$ cat src/rtl/rxp_pkg.sv
package rxp_pkg;
  typedef enum logic [1:0] {LK_HUNT, LK_SEEK, LK_HOLD} lock_st_t;
  typedef enum logic [2:0] {F_WAIT, F_LEN, F_ADR, F_PAY, F_CRC} fld_st_t;
  localparam logic [1:0] ST_OK  = 2'd0;
  localparam logic [1:0] ST_LEN = 2'd1;
  localparam logic [1:0] ST_ADR = 2'd2;
  localparam logic [1:0] ST_CRC = 2'd3;
endpackage

$ cat src/rtl/rxp_frame_lock.sv
module rxp_frame_lock
  import rxp_pkg::*;
#(
  parameter int SYNC_W    = 16,
  parameter int PRE_BITS  = 16,
  parameter int SEEK_BITS = 64
) (
  input  logic              clk,
  input  logic              rst,
  input  logic              bit_vld,
  input  logic              bit_in,
  input  logic [SYNC_W-1:0] sync_word,
  input  logic              rearm,
  output logic              lock_hit
);
  localparam int PAT_W = 2 * SYNC_W;
  localparam int RUN_W = $clog2(PRE_BITS + 1);
  localparam int WIN_W = $clog2(SEEK_BITS);

  lock_st_t         st;
  logic [PAT_W-1:0] sh, nsh;
  logic [RUN_W-1:0] run;
  logic [WIN_W-1:0] win;

  assign nsh      = {sh[PAT_W-2:0], bit_in};
  assign lock_hit = bit_vld && (st == LK_SEEK) && (nsh == {sync_word, sync_word});

  always_ff @(posedge clk) begin
    if (rst) begin
      st  <= LK_HUNT;
      sh  <= '0;
      run <= '0;
      win <= '0;
    end else if (bit_vld) begin
      sh <= nsh;
      case (st)
        LK_HUNT: begin
          if (run == '0 || bit_in == sh[0]) begin
            run <= RUN_W'(1);
          end else if (run == RUN_W'(PRE_BITS - 1)) begin
            st  <= LK_SEEK;
            run <= '0;
            win <= '0;
          end else begin
            run <= run + 1'b1;
          end
        end
        LK_SEEK: begin
          if (lock_hit) begin
            st <= LK_HOLD;
          end else if (win == WIN_W'(SEEK_BITS - 1)) begin
            st  <= LK_HUNT;
            run <= '0;
          end else begin
            win <= win + 1'b1;
          end
        end
        default: begin
          if (rearm) begin
            st  <= LK_HUNT;
            run <= '0;
          end
        end
      endcase
    end
  end

  // a finished burst always sends the lock back to hunting
  a_r3_rearm_hunt: assert property (@(posedge clk) disable iff (rst)
    rearm |=> st == LK_HUNT);
  // once locked, only a rearm releases the lock
  a_r2_hold_stable: assert property (@(posedge clk) disable iff (rst)
    (st == LK_HOLD && !rearm) |=> st == LK_HOLD);
endmodule

$ cat src/rtl/rxp_pn.sv
module rxp_pn #(
  parameter int          PN_W   = 9,
  parameter int          PN_TAP = 5,
  parameter logic [PN_W-1:0] PN_SEED = '1
) (
  input  logic clk,
  input  logic rst,
  input  logic restart,
  input  logic adv,
  output logic pn_bit
);
  logic [PN_W-1:0] s;

  assign pn_bit = s[0];

  always_ff @(posedge clk) begin
    if (rst || restart) s <= PN_SEED;
    else if (adv)       s <= {s[0] ^ s[PN_TAP], s[PN_W-1:1]};
  end
endmodule

$ cat src/rtl/rxp_crc.sv
module rxp_crc #(
  parameter int             CRC_W    = 16,
  parameter logic [CRC_W-1:0] CRC_POLY = 16'h1021,
  parameter logic [CRC_W-1:0] CRC_INIT = 16'hFFFF
) (
  input  logic             clk,
  input  logic             rst,
  input  logic             clear,
  input  logic             en,
  input  logic             din,
  output logic [CRC_W-1:0] crc
);
  logic fb;
  assign fb = crc[CRC_W-1] ^ din;

  always_ff @(posedge clk) begin
    if (rst || clear) crc <= CRC_INIT;
    else if (en)      crc <= {crc[CRC_W-2:0], 1'b0} ^ (fb ? CRC_POLY : '0);
  end
endmodule

$ cat src/rtl/rx_pkt_sync_check.sv
module rx_pkt_sync_check
  import rxp_pkg::*;
#(
  parameter int SYNC_W    = 16,
  parameter int PRE_BITS  = 16,
  parameter int SEEK_BITS = 64,
  parameter int BYTE_W    = 8,
  parameter int CRC_W     = 16,
  parameter int PN_W      = 9,
  parameter int PN_TAP    = 5
) (
  input  logic              clk,
  input  logic              rst,
  input  logic              bit_vld,
  input  logic              bit_in,
  input  logic [SYNC_W-1:0] cfg_sync_word,
  input  logic [BYTE_W-1:0] cfg_local_addr,
  input  logic [BYTE_W-1:0] cfg_max_len,
  output logic              pay_vld,
  output logic [BYTE_W-1:0] pay_byte,
  output logic              stat_vld,
  output logic [1:0]        stat_code
);
  localparam int CNT_W = $clog2(CRC_W);

  fld_st_t           fst;
  logic [CNT_W-1:0]  cnt;
  logic [CRC_W-1:0]  acc, nword, crc_val;
  logic [BYTE_W-1:0] rem, nbyte;
  logic lock_hit, pn_bit, dbit, byte_end, word_end, len_bad, adr_bad, pkt_end;

  rxp_frame_lock #(.SYNC_W(SYNC_W), .PRE_BITS(PRE_BITS), .SEEK_BITS(SEEK_BITS)) u_lock (
    .clk(clk), .rst(rst), .bit_vld(bit_vld), .bit_in(bit_in),
    .sync_word(cfg_sync_word), .rearm(pkt_end), .lock_hit(lock_hit));

  rxp_pn #(.PN_W(PN_W), .PN_TAP(PN_TAP)) u_pn (
    .clk(clk), .rst(rst), .restart(lock_hit),
    .adv(bit_vld && fst != F_WAIT), .pn_bit(pn_bit));

  rxp_crc #(.CRC_W(CRC_W)) u_crc (
    .clk(clk), .rst(rst), .clear(lock_hit),
    .en(bit_vld && fst == F_PAY), .din(dbit), .crc(crc_val));

  always_comb begin
    dbit     = bit_in ^ pn_bit;
    nword    = {acc[CRC_W-2:0], dbit};
    nbyte    = nword[BYTE_W-1:0];
    byte_end = (cnt == CNT_W'(BYTE_W - 1));
    word_end = (cnt == CNT_W'(CRC_W - 1));
    len_bad  = (nbyte == '0) || (nbyte > cfg_max_len);
    adr_bad  = (nbyte != cfg_local_addr) && (nbyte != '1);
    pkt_end  = bit_vld && ((fst == F_LEN && byte_end && len_bad) ||
                           (fst == F_ADR && byte_end && adr_bad) ||
                           (fst == F_CRC && word_end));
  end

  always_ff @(posedge clk) begin
    if (rst) begin
      fst <= F_WAIT; cnt <= '0; acc <= '0; rem <= '0;
      pay_vld <= 1'b0; pay_byte <= '0; stat_vld <= 1'b0; stat_code <= ST_OK;
    end else begin
      pay_vld  <= 1'b0;
      stat_vld <= 1'b0;
      if (bit_vld) begin
        if (fst == F_WAIT) begin
          if (lock_hit) begin
            fst <= F_LEN; cnt <= '0; acc <= '0;
          end
        end else begin
          acc <= nword;
          cnt <= cnt + 1'b1;
          case (fst)
            F_LEN: if (byte_end) begin
              cnt <= '0;
              if (len_bad) begin
                stat_vld <= 1'b1; stat_code <= ST_LEN; fst <= F_WAIT;
              end else begin
                rem <= nbyte; fst <= F_ADR;
              end
            end
            F_ADR: if (byte_end) begin
              cnt <= '0;
              if (adr_bad) begin
                stat_vld <= 1'b1; stat_code <= ST_ADR; fst <= F_WAIT;
              end else begin
                fst <= F_PAY;
              end
            end
            F_PAY: if (byte_end) begin
              cnt      <= '0;
              pay_vld  <= 1'b1;
              pay_byte <= nbyte;
              rem      <= rem - 1'b1;
              if (rem == BYTE_W'(1)) fst <= F_CRC;
            end
            default: if (word_end) begin
              stat_vld  <= 1'b1;
              stat_code <= (nword == crc_val) ? ST_OK : ST_CRC;
              fst       <= F_WAIT;
            end
          endcase
        end
      end
    end
  end

  // status is a single-cycle pulse
  a_r10_stat_pulse: assert property (@(posedge clk) disable iff (rst)
    stat_vld |=> !stat_vld);
  // status never coincides with a payload byte
  a_r10_stat_excl: assert property (@(posedge clk) disable iff (rst)
    !(stat_vld && pay_vld));
  // payload strobe lasts one cycle
  a_r8_byte_pulse: assert property (@(posedge clk) disable iff (rst)
    pay_vld |=> !pay_vld);
  // the lock can only fire while no burst is being parsed
  a_r4_hit_idle: assert property (@(posedge clk) disable iff (rst)
    lock_hit |-> fst == F_WAIT);
endmodule

$ cat config.mk
export PLATFORM = sky130hd
export DESIGN_NAME = rx_pkt_sync_check
export DESIGN_NICKNAME = d
export VERILOG_FILES = /design/src/rtl/rxp_pkg.sv /design/src/rtl/rxp_frame_lock.sv /design/src/rtl/rxp_pn.sv /design/src/rtl/rxp_crc.sv /design/src/rtl/rx_pkt_sync_check.sv
export SDC_FILE = /design/constraint.sdc
export NUM_CORES = 1
export LEC_CHECK = 0
export ABC_AREA = 1
export BUFFER_PORTS_ARGS = -buffer_cell sky130_fd_sc_hd__clkbuf_2
export CELL_PAD_IN_SITES_DETAIL_PLACEMENT = 1
export CELL_PAD_IN_SITES_GLOBAL_PLACEMENT = 1
export CORE_UTILIZATION = 30
export DETAILED_ROUTE_END_ITERATION = 8
export GPL_TIMING_DRIVEN = 0
export PLACE_DENSITY_LB_ADDON = 0.1
export SLEW_MARGIN = 0
export SYNTH_ARGS = -nofsm -noshare
export SYNTH_HDL_FRONTEND = slang
export SYNTH_SLANG_ARGS = --single-unit
$ cat constraint.sdc
create_clock -name clk -period 1.8 [get_ports clk]
set_input_delay 0.36 -clock clk [delete_from_list [all_inputs] [get_ports clk]]
set_output_delay 0.36 -clock clk [all_outputs]
set_load 0.02 [all_outputs]
==> run_results.csv, run 1 <==
group,metric,value,unit
layout,fin_cells,1070,
logic_synthesis,synthCells,765,
critical_path,cp_max_fo,4,
global_route,grt_overflow,0,
route,drt_iter0_drc,190,
place,gp_congestion,0.777,
clocking,h-tree-depth,3,
place,post-dp-hpwl,12900,um
clocking,numCtsBuffers,9,
sta,hold_violations,0,
floorplan,start_util,30.9,%
job,maxCapViolCount,0,
sta,finalCritPeriodShare,111,%
clocking,cts_tree,"done",
logic_synthesis,synth_area_leader_cell,"dfxtp_1",
pwr,vdd_ir_drop_max,0.000489,V
logic_synthesis,synthArstFlopShare,0,%
route,drcViolationCount,10,
place,placed_area,6140,um2
outcome,violations,"design-rule violations, negative setup slack",
sta,skew,0.00825,ns
route,detail-route-antenna-nets,0,
global_route,antenna_found_initial,0,
sta,setup_ws,-0.204,ns
sta,worst_pin_slew,0.830,ns
logic_synthesis,syn-cell-area,5610,um2
critical_path,cp-end-kind,"register",
sta,timing.hold.ws,0.342,ns
floorplan,io_pins,48,
clocking,clk_pin_slew_worst_paths,0.08,ns
logic_synthesis,avgSynthCellArea,7.34,um2
hold_path,hold_class,"primary input to register",
critical_path,start_kind,"register",
sta,worst_slew_margin_rel,44.7,%
pwr,total_power,6310,uW
layout,syn_to_final_growth,23.1,%
layout,antenna_cells,0,
critical_path,cpMostUsedCell,"nand2_1",
place,io_buffer_count,46,
layout,fillers,2224,
place,place_inst,1040,
sta,rsz0062_at_grt,"true",
layout,final_util,38.1,%
global_route,grt_usage,18.5,%
logic_synthesis,ys.flop_type,"dfxtp_1",
pwr,p_leak,0.00290,uW
critical_path,worstPathRequired,2.10,ns
clocking,insertion_delay,0.36,ns
sta,setup_viol,24,
floorplan,fp.dieW,139,um
route,via_count,5352,
global_route,grt_pass1_vias,5616,
route,drt_wl_total,17500,um
critical_path,cp_cell_sequence,"nand2_1 -> nand2_4 -> ha_4 -> inv_2 -> nand2_2 -> nand2_2 -> nand2_1 -> nand2_1 -> nand2_1 -> nand2_1 -> nand2_2 -> nand2_2 -> buf_4 -> or2_4 -> nand3_4 -> o21ai_0 -> a21oi_1",
sta,layout_min_cycle_time,2.00,ns
outcome,outcome,"complete, but fails checks",
clocking,clkSinkCount,111,
sta,drv_slew,0,
critical_path,setup.worst_path.class,"register to register",
clocking,hold_buffers,0,
clocking,cts_max_path_buffers,2,
floorplan,core_area,18100,um2
clocking,root_buffer,"clkbuf_16",
layout,fin_area,6910,um2
logic_synthesis,synth.area.top_cells,"dfxtp_1 40%, nand2_1 9.9%, o21ai_0 6.0%",
logic_synthesis,yosysWarnings,0,
floorplan,rows,49,
pwr,power.density,913,nW/um2
logic_synthesis,synth_nets,815,
logic_synthesis,yosys.area.top_type_share,39.6,%
route,vias_per_cell,5.00,
global_route,grt_max_degree,18,
route,wl_per_cell,16.3,um
logic_synthesis,synth_edf_count,0,
layout,drive_gt1_share,21.2,%
floorplan,dieArea,19300,um2
route,drtPass1Iterations,6,
logic_synthesis,synth_cell_types,38,
critical_path,crit_arrival,2.31,ns
logic_synthesis,ys_ff_latch,111,
critical_path,slowest_stage,"dfxtp_4",
logic_synthesis,yosysSeqAreaShare,39.6,%
floorplan,die_h,139,um
sta,fmax,499,MHz
critical_path,slowest_delay,0.37,ns
layout,final_nets,886,
global_route,grt_pass1_wl,28300,um
==> registers in the layout, summed over array words and instances, names as in the netlist <==
register	cells
u_lock.sh	31
u_crc.crc	16
acc	15
u_pn.s	9
pay_byte	8
rem	8
u_lock.win	6
u_lock.run	5
cnt	4
fst	3
stat_code	2
u_lock.st	2
pay_vld	1
stat_vld	1
==> path summary, 6_finish.rpt <==
kind	cells past startpoint	end	from	slack (ns)
max	17	stat_code[0]	u_pn.s[0]	-0.20
min	3	u_lock.sh[0]	bit_in	0.34
max reg2reg	17	stat_code[0]	u_pn.s[0]	-0.20
min reg2reg	1	cnt[0]	cnt[0]	0.45
==> synth_stat cells, types with 2 or more instances <==
cell / instances
nand2_1: 148
dfxtp_1: 111
inv_1: 78
o21ai_0: 67
nor2_1: 66
a21oi_1: 65
nand3_1: 38
xnor2_1: 37
clkbuf_1: 19
o211ai_1: 19
ha_1: 14
nand4_1: 12
xor2_1: 12
inv_2: 11
nor3_1: 9
o32ai_1: 9
nand2_2: 6
buf_2: 5
nor2_2: 5
o21ai_1: 5
nor2_4: 4
o22ai_1: 3
a211oi_1: 2
a21oi_2: 2
a31oi_1: 2
a31oi_2: 2
nand2_4: 2
nor4_1: 2
==> final cells by class <==
type                    count  area, um2  share of cell area (%)
multi-input cells         538       3190                    46.2
repair buffers             63        367                    5.31
plain buffers              23        103                    1.48
clock inverters             4       98.8                    1.43
flip-flops and latches    111       2240                    32.5
well taps                 229        287                    4.15
clock buffers              12        267                    3.86
inverters                  90        357                    5.16
==> power breakdown <==
group / switching, uW / leakage (uW) / internal (uW)
registers: 115 / 0.000908 / 2590
clock network: 989 / 0.000179 / 1480
logic: 734 / 0.00181 / 404
==> kinds of logic (layout without fill, tap and decap cells) <==
| kind of cell | count (synthesis) | after routing | synth area share (%) |
|---|---|---|---|
| AO/OA/AOI/OAI | 180 | 180 | 18.4 |
| flip-flops | 111 | 111 | 39.6 |
| AND/OR/NAND/NOR | 295 | 295 | 23.3 |
| buffers and inverters | 116 | 192 | 7.98 |
| adder cells (fa/ha/maj) | 14 | 14 | 3.12 |
| XOR/XNOR | 49 | 49 | 7.64 |
==> layer usage <==
layer	up-vias	part of all wire, %	global-route usage, %
li1	2667	-	-
met1	2586	45	21.8
met2	75	49	33.3
met3	24	2.9	2.97
met4	0	2.2	7.78
met5	-	0	0
==> critical path, delay by kind of cell (launching register included) <==
kind	cells	cell delay, ns
simple gates	12	1.02
flops	1	0.37
compound gates	2	0.23
buf+inv	2	0.16
fa+ha+maj	1	0.14
==> placed cells by master, fill, tap and decap left out, drive strengths merged <==
master / count
a21o: 1
xor2: 12
buf: 22
or2: 1
a211oi: 3
o21ai: 72
clkbuf: 76
o31ai: 1
xnor2: 37
nand2: 156
o22ai: 3
clkinvlp: 1
o32ai: 9
a21oi: 67
dfxtp: 111
a31oi: 4
o211ai: 19
bufinv: 3
inv: 90
a41o: 1
nand3: 39
ha: 14
nand4: 12
nor2: 76
nor3: 9
nor4: 2
==> repair_timing <==
action | 4_1_cts | 5_1_grt
pin swaps | 13 | 19
setup endpoints to repair | 69 | 71
resized for setup | 53 | 49
gates cloned | 0 | 1
buffers inserted | 11 | 5
==> stage by stage <==
stage,setup WS [ns],TNS [ns]
6_report,-0.204,-2.43
5_1_grt,-0.335,-6.67
4_1_cts,-0.170,-2.27
3_5_place_dp,-0.692,-20.78
3_3_place_gp,-0.620,-16.76
2_1_floorplan,0.00339,0
Power figures use the tool's default switching activity.
==> run 2: changes to the inputs <==
Settings changed: CORE_UTILIZATION 30 to 40, SLEW_MARGIN 0 to 20, TNS_END_PERCENT from default to 5.
==> run 2 against run 1 <==
The run ends with negative setup slack left; first-iteration DRC count down 18%; global-route usage up 5.9 points; setup slack better by 0.068 ns; wire length down 4.6%; via count down 0.97%; hold slack better by 0.015 ns; non-clock buffer count down 7; die area down 25%; sequential cell count unchanged; critical path depth down 4; final cell count down 5.6%; utilization up 12 points.
==> run_results.csv, run 2 (same netlist as run 1, synthesis figures left out) <==
group,metric,value,unit
clocking,hold_buffers,0,
sta,layout_min_cycle_time,1.94,ns
route,drcViolationCount,0,
place,post-place-ws,-0.629,ns
global_route,grt_pass1_vias,5498,
clocking,clk_pin_slew_worst_paths,0.07,ns
layout,largestRegisters,"u_lock.sh: 31 flops, u_crc.crc: 16 flops, acc: 15 flops",
pwr,p_sw_share,29.7,%
place,post-dp-hpwl,12200,um
route,detail-route-antenna-nets,0,
place,placed_area,6070,um2
global_route,grt_max_degree,19,
floorplan,core_area,13500,um2
layout,antenna_cells,0,
critical_path,r2r_start,"acc[3]",
global_route,grt_usage,24.4,%
sta,fmax,516,MHz
pwr,power_frac_clock,37.2,%
layout,syn_to_final_growth,19.0,%
global_route,grt_pass1_wl,27400,um
sta,finalCritPeriodShare,108,%
route,drt_wl_total,16700,um
floorplan,fp.dieW,120,um
critical_path,slowest_delay,0.40,ns
route,drtPass1Iterations,4,
route,drt_iter0_drc,155,
pwr,power.density,900,nW/um2
clocking,clkSinkCount,111,
route,via_count,5300,
critical_path,cp_cell_sequence,"ha_1 -> nand2_1 -> nor2_1 -> nand4_1 -> nand2_2 -> nand2_2 -> nand2_2 -> nand3_2 -> nand2_2 -> nand2_4 -> nand2_2 -> inv_1 -> a21oi_1",
pwr,p_sw,1790,uW
clocking,numCtsBuffers,9,
clocking,root_buffer,"clkbuf_16",
place,gp_congestion,0.816,
critical_path,crit_arrival,2.22,ns
critical_path,setup.worst_path.class,"register to register",
floorplan,start_util,41.7,%
hold_path,hold_class,"primary input to register",
floorplan,dieArea,14500,um2
outcome,outcome,"complete, but fails checks",
layout,top_register,"u_lock.sh",
pwr,p_int,4230,uW
pwr,p_comb_share,17.9,%
route,wl_per_cell,16.5,um
route,vias_per_cell,5.25,
job,maxCapViolCount,0,
critical_path,worstPathRequired,2.08,ns
clocking,insertion_delay,0.37,ns
global_route,grt_overflow,0,
place,io_buffer_count,46,
layout,largest_reg_flops,31,
layout,final_nets,879,
layout,drive_gt1_share,18.6,%
pwr,vdd_ir_drop_max,0.000514,V
layout,final_util,49.7,%
critical_path,slowest_stage,"dfxtp_1",
sta,skew,0.00738,ns
critical_path,start_kind,"register",
clocking,cts_max_path_buffers,2,
sta,rsz0062_at_grt,"true",
sta,setup_viol,28,
sta,hold_violations,0,
critical_path,worstSetupStartpoint,"acc[3]",
clocking,cts_tree,"done",
outcome,violations,"negative setup slack",
sta,worst_slew_margin_rel,53.6,%
critical_path,cpMostUsedCell,"nand2_2",
pwr,power_frac_seq,44.9,%
floorplan,io_pins,48,
global_route,antenna_found_initial,0,
floorplan,rows,42,
clocking,h-tree-depth,3,
pwr,p_leak,0.00283,uW
floorplan,die_h,120,um
pwr,total_power,6010,uW
hold_path,min_from,"bit_in",
layout,fin_area,6680,um2
critical_path,cp_max_fo,8,
sta,drv_slew,0,
critical_path,cp-end-kind,"register",
sta,setup_ws,-0.136,ns
sta,worst_pin_slew,0.696,ns
layout,layout_commonest_cell,"nand2_1",
layout,layout_common_cells,"137 x nand2_1, 104 x dfxtp_1, 75 x inv_1, 63 x o21ai_0, 62 x nor2_1",
-- run 2: stage by stage --
step                setup TNS (ns)  std cells  hold slack [ns]
finish                       -1.29       1010            0.358
global route                 -8.28       1010            0.379
CTS                          -2.22       1008            0.335
detailed placement          -17.37        987            0.479
global placement            -13.14        987            0.464
floorplan                        0        765            0.454
-- run 2: cell type report --
class | instances | area, um2
Inverter | 90 | 355
Buffer | 26 | 129
Timing Repair Buffer | 53 | 283
Clock buffer | 10 | 239
Multi-Input combinational cell | 538 | 3120
Fill cell | 1706 | 6770
Clock inverter | 6 | 92.6
Tap cell | 176 | 220
Sequential cell | 111 | 2240
-- run 2: worst paths after layout --
kind,end,slack [ns],depth (start not counted)
setup / recovery,u_lock.st[1],-0.14,13
hold / removal,u_lock.sh[0],0.36,3
setup reg to reg,u_lock.st[1],-0.14,13
hold reg to reg,stat_code[0],0.48,2
-- run 2: worst max-delay path: cells and delay by family, from the launching register on --
family | cells | cell delay (ns)
and+or+nand+nor | 10 | 0.97
adders and majority gates | 1 | 0.31
DFF | 1 | 0.40
buffers and inverters | 1 | 0.05
AOI/OAI and AO/OA | 1 | 0.13
-- run 2: what timing repair did --
action | 4_1_cts | 5_1_grt
resized for setup | 45 | 32
pin swaps | 8 | 8
buffers inserted | 5 | 2
endpoints found under the setup margin | 72 | 74
-- run 2: routing by layer --
| layer | GRT usage (%) | share of wire (%) | up-vias | wire length [um] |
|---|---|---|---|---|
| met4 | 8.02 | 1.9 | 0 | 319 |
| met3 | 5.14 | 3.1 | 26 | 518 |
| li1 | - | - | 2660 | - |
| met5 | 0 | 0 | - | 0 |
| met1 | 28.1 | 44 | 2537 | 7290 |
| met2 | 44.6 | 51 | 77 | 8550 |
-- run 2: power groups by stage --
stage / clock (uW) / combinational [uW] / sequential [uW]
2_1_floorplan: 0 / 689 / 2720
3_3_place_gp: 0 / 923 / 2750
3_5_place_dp: 0 / 958 / 2750
4_1_cts: 2280 / 1040 / 2700
5_1_grt: 2390 / 1210 / 2720
6_report: 2240 / 1080 / 2700
==> run 3: changes to the inputs <==
Settings changed: REMOVE_ABC_BUFFERS from default to 1.
==> run 3 against run 2 <==
The flow still finishes with violations (negative setup slack); sequential power barely moved; final cell count fell by 1.4%; maximum frequency rose by 1.6%; critical endpoint is now u_lock.run[0].
==> run_results.csv, run 3 (same netlist as run 1, synthesis figures left out) <==
group,metric,value,unit
layout,antenna_cells,0,
layout,layout_commonest_cell,"nand2_1",
layout,fin_area,6720,um2
place,post-dp-hpwl,10500,um
layout,final_nets,865,
sta,setup_viol,17,
clocking,clkSinkCount,111,
sta,worst_slew_margin_rel,46.0,%
layout,largest_reg_flops,31,
global_route,grt_max_degree,38,
clocking,numCtsBuffers,9,
floorplan,start_util,41.7,%
critical_path,worstPathRequired,2.07,ns
pwr,power.density,854,nW/um2
clocking,cts_tree,"done",
place,placed_area,5990,um2
critical_path,cp-end-kind,"register",
clocking,insertion_delay,0.36,ns
layout,drive_gt1_share,21.0,%
place,io_buffer_count,47,
layout,top_register,"u_lock.sh",
route,drt_wl_total,15400,um
route,via_count,5174,
global_route,grt_pass1_wl,26000,um
clocking,cts_max_path_buffers,2,
clocking,hold_buffers,0,
clocking,h-tree-depth,3,
layout,layout_common_cells,"139 x nand2_1, 95 x dfxtp_1, 73 x inv_1, 60 x nor2_1, 59 x o21ai_0",
route,drt_iter0_drc,197,
floorplan,die_h,120,um
job,maxCapViolCount,0,
clocking,root_buffer,"clkbuf_16",
global_route,antenna_found_initial,0,
floorplan,dieArea,14500,um2
critical_path,cp_max_fo,8,
sta,worst_pin_slew,0.810,ns
route,vias_per_cell,5.19,
floorplan,fp.dieW,120,um
hold_path,hold_class,"primary input to register",
sta,finalCritPeriodShare,106,%
place,gp_congestion,0.829,
critical_path,setup.worst_path.class,"register to register",
critical_path,start_kind,"register",
layout,fin_cells,996,
sta,layout_min_cycle_time,1.91,ns
layout,largestRegisters,"u_lock.sh: 31 flops, u_crc.crc: 16 flops, acc: 15 flops",
pwr,p_leak,0.00283,uW
clocking,clk_pin_slew_worst_paths,0.07,ns
critical_path,crit_arrival,2.18,ns
sta,setup_ws,-0.106,ns
pwr,vdd_ir_drop_max,0.000547,V
outcome,outcome,"complete, but fails checks",
route,drcViolationCount,0,
layout,fillers,1703,
sta,drv_slew,0,
sta,hold_violations,0,
route,wl_per_cell,15.4,um
global_route,grt_overflow,0,
sta,tns,-0.935,ns
global_route,grt_usage,22.7,%
floorplan,io_pins,48,
route,detail-route-antenna-nets,0,
place,place_inst,963,
sta,skew,0.0101,ns
layout,syn_to_final_growth,19.6,%
sta,rsz0062_at_grt,"true",
floorplan,rows,42,
outcome,violations,"negative setup slack",
layout,final_util,49.9,%
global_route,grt_pass1_vias,5454,
route,drtPass1Iterations,4,
floorplan,core_area,13500,um2
sta,fmax,525,MHz
sta,timing.hold.ws,0.325,ns
## run 3: cell type report
cell class	count	area, um2	area share, %
Clock inverter	4	28.8	0.429
Timing Repair Buffer	64	422	6.28
Multi-Input combinational cell	539	3170	47.3
Clock buffer	12	256	3.82
Sequential cell	111	2250	33.6
Tap cell	176	220	3.28
Inverter	90	360	5.37
## run 3: path summary, 6_finish.rpt
kind | startpoint | end | slack [ns] | cells after the start
worst max-delay path | acc[5] | u_lock.run[0] | -0.11 | 14
worst min-delay path | bit_in | u_lock.sh[0] | 0.32 | 3
worst max register to register | acc[5] | u_lock.run[0] | -0.11 | 14
worst min register to register | stat_code[1] | stat_code[1] | 0.48 | 2
## run 3: routing by layer
metal  vias to the layer above  global-route usage [%]  share of wire [%]
met5                         -                       0                  0
met4                         0                    4.94                1.0
met3                        10                    5.00                2.4
met2                        39                    40.0                 49
met1                      2499                    28.1                 47
li1                       2626                       -                  -
## run 3: worst max-delay path: stages (launching register included)
cell	delay, ns
dfxtp_2	0.45
ha_1	0.27
nand2_1	0.10
a21oi_1	0.05
nor2_1	0.10
nand2_1	0.08
nand2_2	0.10
nand2_2	0.06
nand2_2	0.08
nand3_2	0.09
nand2_2	0.09
nand2_4	0.09
nand2_4	0.08
nand2_1	0.05
a21oi_1	0.12
## run 3: what timing repair did
item | CTS | global route
gates resized for setup | 61 | 40
gates cloned | 1 | 0
setup endpoints to repair | 80 | 78
buffers inserted | 14 | 2
pin swaps | 20 | 25
## run 3: power breakdown
part           total [uW]  leakage [uW]  switching (uW)  internal [uW]
sequential           2700      0.000911             110           2590
combinational        1070       0.00179             683            392
clock                1960      0.000135             943           1020
total                5730       0.00283            1740           4000
## run 3: per-stage QoR
step | setup WS [ns] | power [uW]
2_1_floorplan | -0.139 | 3370
3_3_place_gp | -1.22 | 3610
3_5_place_dp | -1.14 | 3660
4_1_cts | -0.0892 | 5720
5_1_grt | -0.260 | 6020
6_report | -0.106 | 5730
